<file path="src/rtl/disc_if_pkg.sv">
package disc_if_pkg;

  // host read addresses
  localparam logic [2:0] RA_STATUS = 3'd0;
  localparam logic [2:0] RA_RESP   = 3'd1;
  localparam logic [2:0] RA_DATA   = 3'd2;
  localparam logic [2:0] RA_IEN    = 3'd3;
  localparam logic [2:0] RA_IFLAG  = 3'd4;

  // host write addresses
  localparam logic [2:0] WA_CMD    = 3'd1;
  localparam logic [2:0] WA_PARAM  = 3'd2;
  localparam logic [2:0] WA_IEN    = 3'd3;
  localparam logic [2:0] WA_ACK    = 3'd4;

  // command and subcommand codes
  localparam logic [7:0] CMD_STAT  = 8'h01;
  localparam logic [7:0] CMD_TEST  = 8'h19;
  localparam logic [7:0] SUB_VER   = 8'h20;

  localparam logic [2:0] IRQ_DONE  = 3'd3;
  localparam logic [4:0] IEN_RESET = 5'h1F;
  localparam logic [7:0] DRV_RESET = 8'h10;

  localparam int VER_LEN = 4;

  typedef enum logic [1:0] {
    ENG_IDLE,
    ENG_DECODE,
    ENG_SUB,
    ENG_REPLY
  } eng_state_t;

  function automatic logic [7:0] version_byte(input int idx);
    case (idx)
      0:       return 8'h94;
      1:       return 8'h09;
      2:       return 8'h19;
      default: return 8'hC0;
    endcase
  endfunction

endpackage

</file>
<file path="src/rtl/disc_byte_fifo.sv">
module disc_byte_fifo #(
  parameter int W     = 8,
  parameter int DEPTH = 16
) (
  input  logic              clk,
  input  logic              rst_n,
  input  logic              push,
  input  logic [W-1:0]      wdata,
  input  logic              pop,
  input  logic              clr,
  output logic [W-1:0]      rdata,
  output logic              empty,
  output logic              full,
  output logic [$clog2(DEPTH+1)-1:0] count
);
  localparam int AW = (DEPTH > 1) ? $clog2(DEPTH) : 1;
  localparam int CW = $clog2(DEPTH + 1);
  localparam logic [AW-1:0] LAST = AW'(DEPTH - 1);

  logic [W-1:0]  mem [DEPTH];
  logic [AW-1:0] wp_q, wp_d, rp_q, rp_d;
  logic [CW-1:0] cnt_q, cnt_d;
  logic          do_push, do_pop;

  assign empty   = (cnt_q == '0);
  assign full    = (cnt_q == CW'(DEPTH));
  assign count   = cnt_q;
  assign do_push = push && !full && !clr;
  assign do_pop  = pop && !empty && !clr;
  assign rdata   = empty ? '0 : mem[rp_q];

  always_comb begin
    wp_d  = wp_q;
    rp_d  = rp_q;
    cnt_d = cnt_q;
    if (clr) begin
      wp_d  = '0;
      rp_d  = '0;
      cnt_d = '0;
    end else begin
      if (do_push) wp_d = (wp_q == LAST) ? '0 : wp_q + 1'b1;
      if (do_pop)  rp_d = (rp_q == LAST) ? '0 : rp_q + 1'b1;
      case ({do_push, do_pop})
        2'b10:   cnt_d = cnt_q + 1'b1;
        2'b01:   cnt_d = cnt_q - 1'b1;
        default: cnt_d = cnt_q;
      endcase
    end
  end

  always_ff @(posedge clk or negedge rst_n) begin
    if (!rst_n) begin
      wp_q  <= '0;
      rp_q  <= '0;
      cnt_q <= '0;
    end else begin
      wp_q  <= wp_d;
      rp_q  <= rp_d;
      cnt_q <= cnt_d;
    end
  end

  always_ff @(posedge clk) begin
    if (do_push) mem[wp_q] <= wdata;
  end

endmodule

</file>
<file path="src/rtl/disc_cmd_engine.sv">
module disc_cmd_engine
  import disc_if_pkg::*;
(
  input  logic       clk,
  input  logic       rst_n,
  input  logic       cmd_wr,
  input  logic [7:0] cmd_byte,
  input  logic [7:0] prm_head,
  input  logic [7:0] drv_status,
  output logic       prm_pop,
  output logic       prm_clr,
  output logic       rsp_push,
  output logic [7:0] rsp_byte,
  output logic       irq_set,
  output logic [2:0] irq_code,
  output logic       busy,
  output eng_state_t state
);
  localparam int CNT_W = $clog2(VER_LEN);
  localparam logic [CNT_W-1:0] CNT_LAST = CNT_W'(VER_LEN - 1);

  eng_state_t       st_q, st_d;
  logic [7:0]       cmd_q, cmd_d;
  logic [7:0]       sub_q, sub_d;
  logic [CNT_W-1:0] cnt_q, cnt_d;

  assign busy     = (st_q != ENG_IDLE);
  assign state    = st_q;
  assign irq_code = IRQ_DONE;

  always_comb begin
    st_d     = st_q;
    cmd_d    = cmd_q;
    sub_d    = sub_q;
    cnt_d    = cnt_q;
    prm_pop  = 1'b0;
    prm_clr  = 1'b0;
    rsp_push = 1'b0;
    rsp_byte = 8'h00;
    irq_set  = 1'b0;
    case (st_q)
      ENG_IDLE: begin
        if (cmd_wr) begin
          cmd_d = cmd_byte;
          st_d  = ENG_DECODE;
        end
      end
      ENG_DECODE: begin
        if (cmd_q == CMD_STAT) begin
          rsp_push = 1'b1;
          rsp_byte = drv_status;
          irq_set  = 1'b1;
          st_d     = ENG_IDLE;
        end else if (cmd_q == CMD_TEST) begin
          prm_pop = 1'b1;
          sub_d   = prm_head;
          st_d    = ENG_SUB;
        end else begin
          st_d = ENG_IDLE;
        end
      end
      ENG_SUB: begin
        cnt_d = '0;
        st_d  = (sub_q == SUB_VER) ? ENG_REPLY : ENG_IDLE;
      end
      ENG_REPLY: begin
        rsp_push = 1'b1;
        rsp_byte = version_byte(int'(cnt_q));
        if (cnt_q == CNT_LAST) begin
          prm_clr = 1'b1;
          irq_set = 1'b1;
          st_d    = ENG_IDLE;
        end else begin
          cnt_d = cnt_q + 1'b1;
        end
      end
      default: st_d = ENG_IDLE;
    endcase
  end

  always_ff @(posedge clk or negedge rst_n) begin
    if (!rst_n) begin
      st_q  <= ENG_IDLE;
      cmd_q <= '0;
      sub_q <= '0;
      cnt_q <= '0;
    end else begin
      st_q  <= st_d;
      cmd_q <= cmd_d;
      sub_q <= sub_d;
      cnt_q <= cnt_d;
    end
  end

endmodule

</file>
<file path="src/rtl/disc_irq_regs.sv">
module disc_irq_regs
  import disc_if_pkg::*;
#(
  parameter int EN_W   = 5,
  parameter int CODE_W = 3
) (
  input  logic              clk,
  input  logic              rst_n,
  input  logic              ien_we,
  input  logic [EN_W-1:0]   ien_wdata,
  input  logic              ack_we,
  input  logic [EN_W-1:0]   ack_wdata,
  input  logic              set,
  input  logic [CODE_W-1:0] code,
  output logic [EN_W-1:0]   ien,
  output logic [CODE_W-1:0] flag,
  output logic              irq
);
  logic [EN_W-1:0]   ien_q, ien_d;
  logic [CODE_W-1:0] flag_q, flag_d;

  always_comb begin
    ien_d  = ien_we ? ien_wdata : ien_q;
    flag_d = flag_q;
    if (set)                 flag_d = code;
    else if (ack_we && |ack_wdata) flag_d = '0;
  end

  always_ff @(posedge clk or negedge rst_n) begin
    if (!rst_n) begin
      ien_q  <= IEN_RESET[EN_W-1:0];
      flag_q <= '0;
    end else begin
      ien_q  <= ien_d;
      flag_q <= flag_d;
    end
  end

  assign ien  = ien_q;
  assign flag = flag_q;
  assign irq  = |(EN_W'(flag_q) & ien_q);

endmodule

</file>
<file path="src/rtl/disc_host_if.sv">
module disc_host_if
  import disc_if_pkg::*;
#(
  parameter int DEPTH = 16
) (
  input  logic       clk,
  input  logic       rst_n,
  input  logic [2:0] host_addr,
  input  logic       host_rd,
  input  logic       host_wr,
  input  logic [7:0] host_wdata,
  output logic [7:0] host_rdata,
  input  logic       drv_push,
  input  logic [7:0] drv_byte,
  output logic       irq
);
  localparam int CW = $clog2(DEPTH + 1);

  logic       rst_m, rst_sync_n;
  logic [7:0] drv_st_q, drv_st_d;

  logic       prm_push, prm_pop, prm_clr, prm_empty, prm_full;
  logic [7:0] prm_head;
  logic [CW-1:0] prm_count;

  logic       rsp_push, rsp_pop, rsp_empty, rsp_full;
  logic [7:0] rsp_byte, rsp_head;
  logic [CW-1:0] rsp_count;

  logic       dat_pop, dat_empty, dat_full;
  logic [7:0] dat_head;
  logic [CW-1:0] dat_count;

  logic       cmd_wr, eng_busy, irq_set;
  logic [2:0] irq_code, irq_flag;
  logic [4:0] irq_en;
  eng_state_t eng_state;
  logic [7:0] status;

  // reset: asynchronous assert, synchronous release
  always_ff @(posedge clk or negedge rst_n) begin
    if (!rst_n) begin
      rst_m      <= 1'b0;
      rst_sync_n <= 1'b0;
    end else begin
      rst_m      <= 1'b1;
      rst_sync_n <= rst_m;
    end
  end

  // drive status byte: held, no mechanics modelled
  assign drv_st_d = drv_st_q;
  always_ff @(posedge clk or negedge rst_sync_n) begin
    if (!rst_sync_n) drv_st_q <= DRV_RESET;
    else             drv_st_q <= drv_st_d;
  end

  assign cmd_wr   = host_wr && (host_addr == WA_CMD) && !eng_busy;
  assign prm_push = host_wr && (host_addr == WA_PARAM);
  assign rsp_pop  = host_rd && (host_addr == RA_RESP);
  assign dat_pop  = host_rd && (host_addr == RA_DATA);

  disc_byte_fifo #(.W(8), .DEPTH(DEPTH)) u_prm (
    .clk(clk), .rst_n(rst_sync_n), .push(prm_push), .wdata(host_wdata),
    .pop(prm_pop), .clr(prm_clr), .rdata(prm_head), .empty(prm_empty),
    .full(prm_full), .count(prm_count)
  );

  disc_byte_fifo #(.W(8), .DEPTH(DEPTH)) u_rsp (
    .clk(clk), .rst_n(rst_sync_n), .push(rsp_push), .wdata(rsp_byte),
    .pop(rsp_pop), .clr(1'b0), .rdata(rsp_head), .empty(rsp_empty),
    .full(rsp_full), .count(rsp_count)
  );

  disc_byte_fifo #(.W(8), .DEPTH(DEPTH)) u_dat (
    .clk(clk), .rst_n(rst_sync_n), .push(drv_push), .wdata(drv_byte),
    .pop(dat_pop), .clr(1'b0), .rdata(dat_head), .empty(dat_empty),
    .full(dat_full), .count(dat_count)
  );

  disc_cmd_engine u_eng (
    .clk(clk), .rst_n(rst_sync_n), .cmd_wr(cmd_wr), .cmd_byte(host_wdata),
    .prm_head(prm_head), .drv_status(drv_st_q), .prm_pop(prm_pop),
    .prm_clr(prm_clr), .rsp_push(rsp_push), .rsp_byte(rsp_byte),
    .irq_set(irq_set), .irq_code(irq_code), .busy(eng_busy), .state(eng_state)
  );

  disc_irq_regs #(.EN_W(5), .CODE_W(3)) u_irq (
    .clk(clk), .rst_n(rst_sync_n),
    .ien_we(host_wr && (host_addr == WA_IEN)), .ien_wdata(host_wdata[4:0]),
    .ack_we(host_wr && (host_addr == WA_ACK)), .ack_wdata(host_wdata[4:0]),
    .set(irq_set), .code(irq_code), .ien(irq_en), .flag(irq_flag), .irq(irq)
  );

  // live status, rebuilt from current fill state every cycle
  assign status = {eng_busy, !dat_empty, !rsp_empty, !prm_full, prm_empty, 3'b000};

  always_comb begin
    case (host_addr)
      RA_STATUS: host_rdata = status;
      RA_RESP:   host_rdata = rsp_head;
      RA_DATA:   host_rdata = dat_head;
      RA_IEN:    host_rdata = {3'b000, irq_en};
      RA_IFLAG:  host_rdata = {5'b00000, irq_flag};
      default:   host_rdata = 8'h00;
    endcase
  end

endmodule

</file>
<file path="config.mk">
export PLATFORM = sky130hd
export DESIGN_NAME = disc_host_if
export DESIGN_NICKNAME = d
export VERILOG_FILES = /design/src/rtl/disc_if_pkg.sv /design/src/rtl/disc_byte_fifo.sv /design/src/rtl/disc_cmd_engine.sv /design/src/rtl/disc_irq_regs.sv /design/src/rtl/disc_host_if.sv
export SDC_FILE = /design/constraint.sdc
export NUM_CORES = 1
export LEC_CHECK = 0
export BUFFER_PORTS_ARGS = -buffer_cell sky130_fd_sc_hd__buf_2
export CAP_MARGIN = 15
export CORE_MARGIN = 8
export CORE_UTILIZATION = 25
export CTS_BUF_LIST = sky130_fd_sc_hd__clkbuf_16
export DETAILED_ROUTE_END_ITERATION = 8
export PLACE_DENSITY = 0.47
export SETUP_SLACK_MARGIN = 0.15
export SYNTH_ARGS = -nofsm -noshare
export SYNTH_HDL_FRONTEND = slang
export SYNTH_HIERARCHICAL = 1
export SYNTH_SLANG_ARGS = --single-unit
</file>
<file path="constraint.sdc">
create_clock -name clk -period 2.2 [get_ports clk]
set_input_delay 0.11 -clock clk [delete_from_list [all_inputs] [get_ports clk]]
set_output_delay 0.11 -clock clk [all_outputs]
set_load 0.005 [all_outputs]
</file>
==> results of run 1 <==
area by class of cell:
type | count | area [um^2] | area share, %
clock buffers | 50 | 1250 | 4.79
multi-input cells | 601 | 6820 | 26.1
flip-flops and latches | 453 | 13300 | 50.9
inverters | 19 | 71.3 | 0.273
repair buffers | 276 | 2950 | 11.3
well taps | 1040 | 1300 | 4.99
clock inverters | 43 | 437 | 1.67
per-layer routing:
metal | wire [um] | track usage (%)
met2 | 22300 | 17.3
met3 | 1700 | 1.76
met4 | 1020 | 3.18
met1 | 21800 | 14.5
met5 | 13 | 0
state kept, by name (all words and copies together) (netlist names), 5 cells and up:
signal       flops
u_irq/ien        5
u_dat/count      5
u_rsp/count      5
u_eng/sub_q      8
u_eng/cmd_q      8
u_rsp/mem      128
u_prm/count      5
u_prm/mem      128
u_dat/mem      128
stage by stage:
step / total power, mW / cell area [um^2]
2_1_floorplan: 10.7 / 19700
3_3_place_gp: 11.2 / 22600
3_5_place_dp: 11.2 / 22600
4_1_cts: 19.9 / 25400
5_1_grt: 20.5 / 26100
6_report: 19.8 / 26100
how the worst max path moves through the flow:
stage                    from        endpoint  slack, ps  cells past startpoint
2_1_floorplan  u_eng/cmd_q[5]  u_prm/count[4]       -790                     11
5_1_grt        u_eng/cmd_q[1]  u_rsp/count[4]      -1080                     15
6_report       u_eng/cmd_q[1]  u_rsp/count[4]       -920                     14
4_1_cts        u_eng/cmd_q[2]  u_prm/count[4]       -940                     12
3_3_place_gp   u_eng/cmd_q[5]  u_prm/count[4]      -1010                     12
3_5_place_dp   u_eng/cmd_q[5]  u_prm/count[4]      -1030                     12
timing repair:
action,in CTS,in global routing
gates cloned,3,1
setup endpoints to repair,405,322
resized for setup,127,90
pin swaps,36,32
buffers inserted,31,29
hold buffers,16,0
hold endpoints to repair,205,0
critical path, cell delays in order (launching register included):
cell     delay, ps
dfrtp_1        380
or4b_4         570
buf_4          160
buf_6          120
nor4_4         140
o21a_2         180
or3b_4         130
mux2i_2         80
xor2_1         180
ha_2           180
or3_1          320
a21oi_2        120
mux2i_1         90
or3_1          360
a21oi_2        120
power by group:
group          internal (mW)  switching, mW  leakage (nW)
sequential              9.46          0.194          4.56
clock                   4.89           3.55         0.844
combinational          0.757          0.946          3.60
==> results.ini, run 1 <==
[run_status]
violations=setup timing
outcome=finished with violations

[power]
vdd_ir_drop_max_uv=594
power_density_nw_per_um2=759
cellLeakagePower_nw=9.00

[global_route]
antenna_found_initial=1
grt_overflow=0
grt_first_pass_wirelength_um=70200
grt_max_degree=38
grtUsageTotal_pct=10.6
first_global_vias=11300

[layout]
antennaDiodeCount=0
final_common_cell=edfxtp_1
drive_gt1_share_pct=43.7
syn_to_final_growth_pct=35.0
fill_cells=7481
utilization_pct=33.9
final_cell_mix=384 x edfxtp_1, 120 x buf_4, 96 x mux4_2, 61 x mux2i_1, 58 x dfrtp_1
final_cells=2482
final_nets=1449

[sta]
fin_skew_ps=61.1
worstMarginPinSlew_ps=720
finalHoldViolCount=0
clock.fmax_mhz=320
min_period_ps=3120
tns_ps=-97530
final_max_slew_viol_count=0
holdWs_ps=10.2
setup_viol=151
max-slew-margin-rel_pct=52.0
finalCritPeriodShare_pct=142
worst_slack_ps=-923
grt_setup_unrepaired=true

[setup_path]
ff2ff_setup_slack_ps=-920
rr_startpoint=u_eng/cmd_q[1]
endpoint_kind=register
cp_max_fo=3
critPathLaunchType=register
crit_arrival_ps=3680
worstSetupPathType=register to register
r2r-end=u_rsp/count[4]
crit_required_ps=2760
rr_worst_depth=14

[place]
place_ws_ps=-1030
dp_cells=2309
post-dp-hpwl_um=30100
finalWeightedCongestion=0.764
io_buffers=32

[floorplan]
dieArea_um2=86500
die_height_um=294
start_util_pct=25.1
coreArea_um2=77100
fp-row-count=102
boundaryPins=33
dieWidth_um=294

[worst_hold_path]
hp-start=host_wdata[0]
hold_depth=1
hp-class=input port to register
hold_path_end=u_prm/mem[12][0]

[route]
drc=0
vias=10800
drt_first_pass_iters=4
antenna_left=0
wl_per_cell_um=18.9
wl_um=46800
drtIter0Drc=545
viasPerCell=4.37

[synth]
syn_area_um2=19300
yosysWarnings=6
syn_inst=1108
syn_area_per_cell_um2=17.5

[job]
maxCapViolations=0

[clock_network]
clkSlewWorstSetupHoldPaths_ps=70
h-tree-depth=2
clock_latency_ps=620
clock_path_buffers=3
cts_tree=built
root_buffer=clkbuf_16
clkSinkCount=453
cts_inserted_buffers=50

No activity file was read; power rests on OpenSTA's default activity.
==> inputs of run 2 (changes only) <==
- CORE_UTILIZATION: 25 -> 40
- PLACE_DENSITY: 0.47 -> 0.63
==> run 2 against run 1 <==
  * The run still ends with setup timing left
  * Critical path type unchanged
  * Clock-buffer cell count down 3
  * Combinational power down 12%
  * Critical endpoint is now u_prm/count[4]
  * Cell count down 19%
  * Clock skew down 22 ps
  * Clock power down 9.1%
  * Critical path depth down 2
  * Largest cell class unchanged
  * First-iteration DRC count up 47%
  * Core utilization up 18 points
  * Die area down 36%
  * Fmax up 0.61%
  * Sequential power about the same
==> results.ini, run 2 (synthesis gave the netlist of run 1 again) <==
[route]
antenna_left=0  ; unchanged
viasPerCell=5.34  ; +22%
drtIter0Drc=799  ; +47%
wl_per_cell_um=21.1  ; +12%
drc=0  ; unchanged
wl_um=42300  ; -9.8%
drt_first_pass_iters=5  ; +1
vias=10700  ; -1.3%

[place]
place_ws_ps=-1090  ; -60.2 ps
post-dp-hpwl_um=27500  ; -8.6%
finalWeightedCongestion=0.804  ; +5.3%
dp_cells=1867  ; -19%
io_buffers=32  ; unchanged

[power]
vdd_ir_drop_max_uv=700  ; +18%
cellLeakagePower_nw=8.61  ; -4.3%
power_density_nw_per_um2=768  ; +1.2%

[clock_network]
clock_path_buffers=3  ; unchanged
cts_inserted_buffers=46  ; -8.0%
clock_latency_ps=590  ; -30 ps
h-tree-depth=2  ; unchanged
cts_tree=built
root_buffer=clkbuf_16
clkSlewWorstSetupHoldPaths_ps=60  ; about the same
clkSinkCount=453  ; unchanged

[sta]
max-slew-margin-rel_pct=46.7  ; -5.3 points
final_max_slew_viol_count=0  ; unchanged
worst_slack_ps=-904  ; +18.8 ps
min_period_ps=3100  ; -18.8 ps
clock.fmax_mhz=322  ; +0.61%
finalCritPeriodShare_pct=141  ; -0.85 points
setup_viol=152  ; +0.66%
fin_skew_ps=38.7  ; -22.4 ps
worstMarginPinSlew_ps=800  ; +79.7 ps
finalHoldViolCount=0  ; unchanged
grt_setup_unrepaired=true

[layout]
reg.largest.list=u_dat/mem: 128 flops, u_prm/mem: 128 flops, u_rsp/mem: 128 flops
syn_to_final_growth_pct=26.8
drive_gt1_share_pct=40.3  ; -3.4 points
final_common_cell=edfxtp_1
fill_cells=3790  ; -49%
final_cells=2007  ; -19%
final_cell_mix=384 x edfxtp_1, 121 x buf_4, 96 x mux4_2, 58 x dfrtp_1, 57 x mux2i_1
final_nets=1403  ; -3.2%

[floorplan]
die_height_um=236  ; -20%
boundaryPins=33  ; unchanged
coreArea_um2=47700  ; -38%
dieWidth_um=236  ; -20%
fp-row-count=80  ; -22%
dieArea_um2=55600  ; -36%
start_util_pct=40.5  ; +15 points

[global_route]
grt_max_degree=37  ; -2.6%
grtUsageTotal_pct=14.9  ; +4.2 points
first_global_vias=10900  ; -3.9%
grt_overflow=0  ; unchanged
antenna_found_initial=1  ; unchanged
grt_first_pass_wirelength_um=64700  ; -7.8%

[run_status]
outcome=finished with violations
violations=setup timing

[setup_path]
worstSetupPathType=register to register
critPathLaunchType=register
crit_arrival_ps=3620  ; -60 ps
cp_max_fo=2  ; -1
endpoint_kind=register
crit_required_ps=2710  ; -50 ps

[worst_hold_path]
hp-class=input port to register

[job]
maxCapViolations=0  ; unchanged

## run 2: what timing repair did
item,4_1_cts,5_1_grt
gates cloned,0,1
hold endpoints to repair,202,0
setup buffers,21,17
hold buffers,16,0
pin swaps,22,27
setup endpoints to repair,355,414
gates resized for setup,61,72
## run 2: cell type report
type	count	area (um^2)	share of cell area, %
clock inverter	36	323	1.32
timing repair buffer	234	2330	9.50
sequential	453	13300	54.1
inverter	19	71.3	0.291
clock buffer	47	1180	4.80
antenna	2	5.00	0.0204
tap	615	769	3.14
multi-input combinational	601	6580	26.8
## run 2: where the power goes
group          switching, mW  internal [mW]  total (mW)
registers              0.195           9.46        9.65
clock network           3.29           4.38        7.67
logic                  0.853          0.651        1.50
total                   4.34           14.5        18.8
## run 2: layer usage
layer  part of all wire, %  global-route usage [%]  up-vias
li1                      -                       -     4883
met1                    46                    20.8     5530
met2                    48                    23.8      229
met3                   4.7                    2.66       66
met4                   1.9                    3.77        0
met5                     0                       0        -
## run 2: worst max-delay path: stages (launching register included)
cell and delay (ps):
dfrtp_1 370, or4b_4 560, nor4_4 150, buf_4 150
or3b_4 390, mux2i_4 160, xor2_1 100, ha_2 180
or3_1 320, a21oi_2 120, mux2i_1 90, or3_1 330
a21oi_2 120
## run 2: per-stage QoR
stage | TNS (ps) | total power [mW] | hold WS [ps] | util, % | area [um^2]
detailed placement | -89890 | 11.2 | -102 | 45.8 | 21900
global route | -119220 | 19.5 | 27.5 | 51.4 | 24500
global placement | -85800 | 11.2 | -103 | 45.8 | 21900
finish | -104520 | 18.8 | 31.8 | 51.4 | 24500
CTS | -92980 | 18.9 | 7.11 | 50.4 | 24100
floorplan | -80420 | 10.7 | -186 | - | 19700
## run 2: worst paths after layout
path	cells past startpoint	slack (ps)	start	to
hold reg to reg	0	350	rst_sync_n	u_eng/cnt_q[0]
setup / recovery	12	-900	u_eng/cmd_q[5]	u_prm/count[4]
setup reg to reg	12	-900	u_eng/cmd_q[5]	u_prm/count[4]
hold / removal	1	30	host_wdata[4]	u_prm/mem[0][4]
min in group asynchronous	0	350	rst_sync_n	u_eng/cnt_q[0]
max in group asynchronous	1	1150	rst_sync_n	u_irq/ien[0]
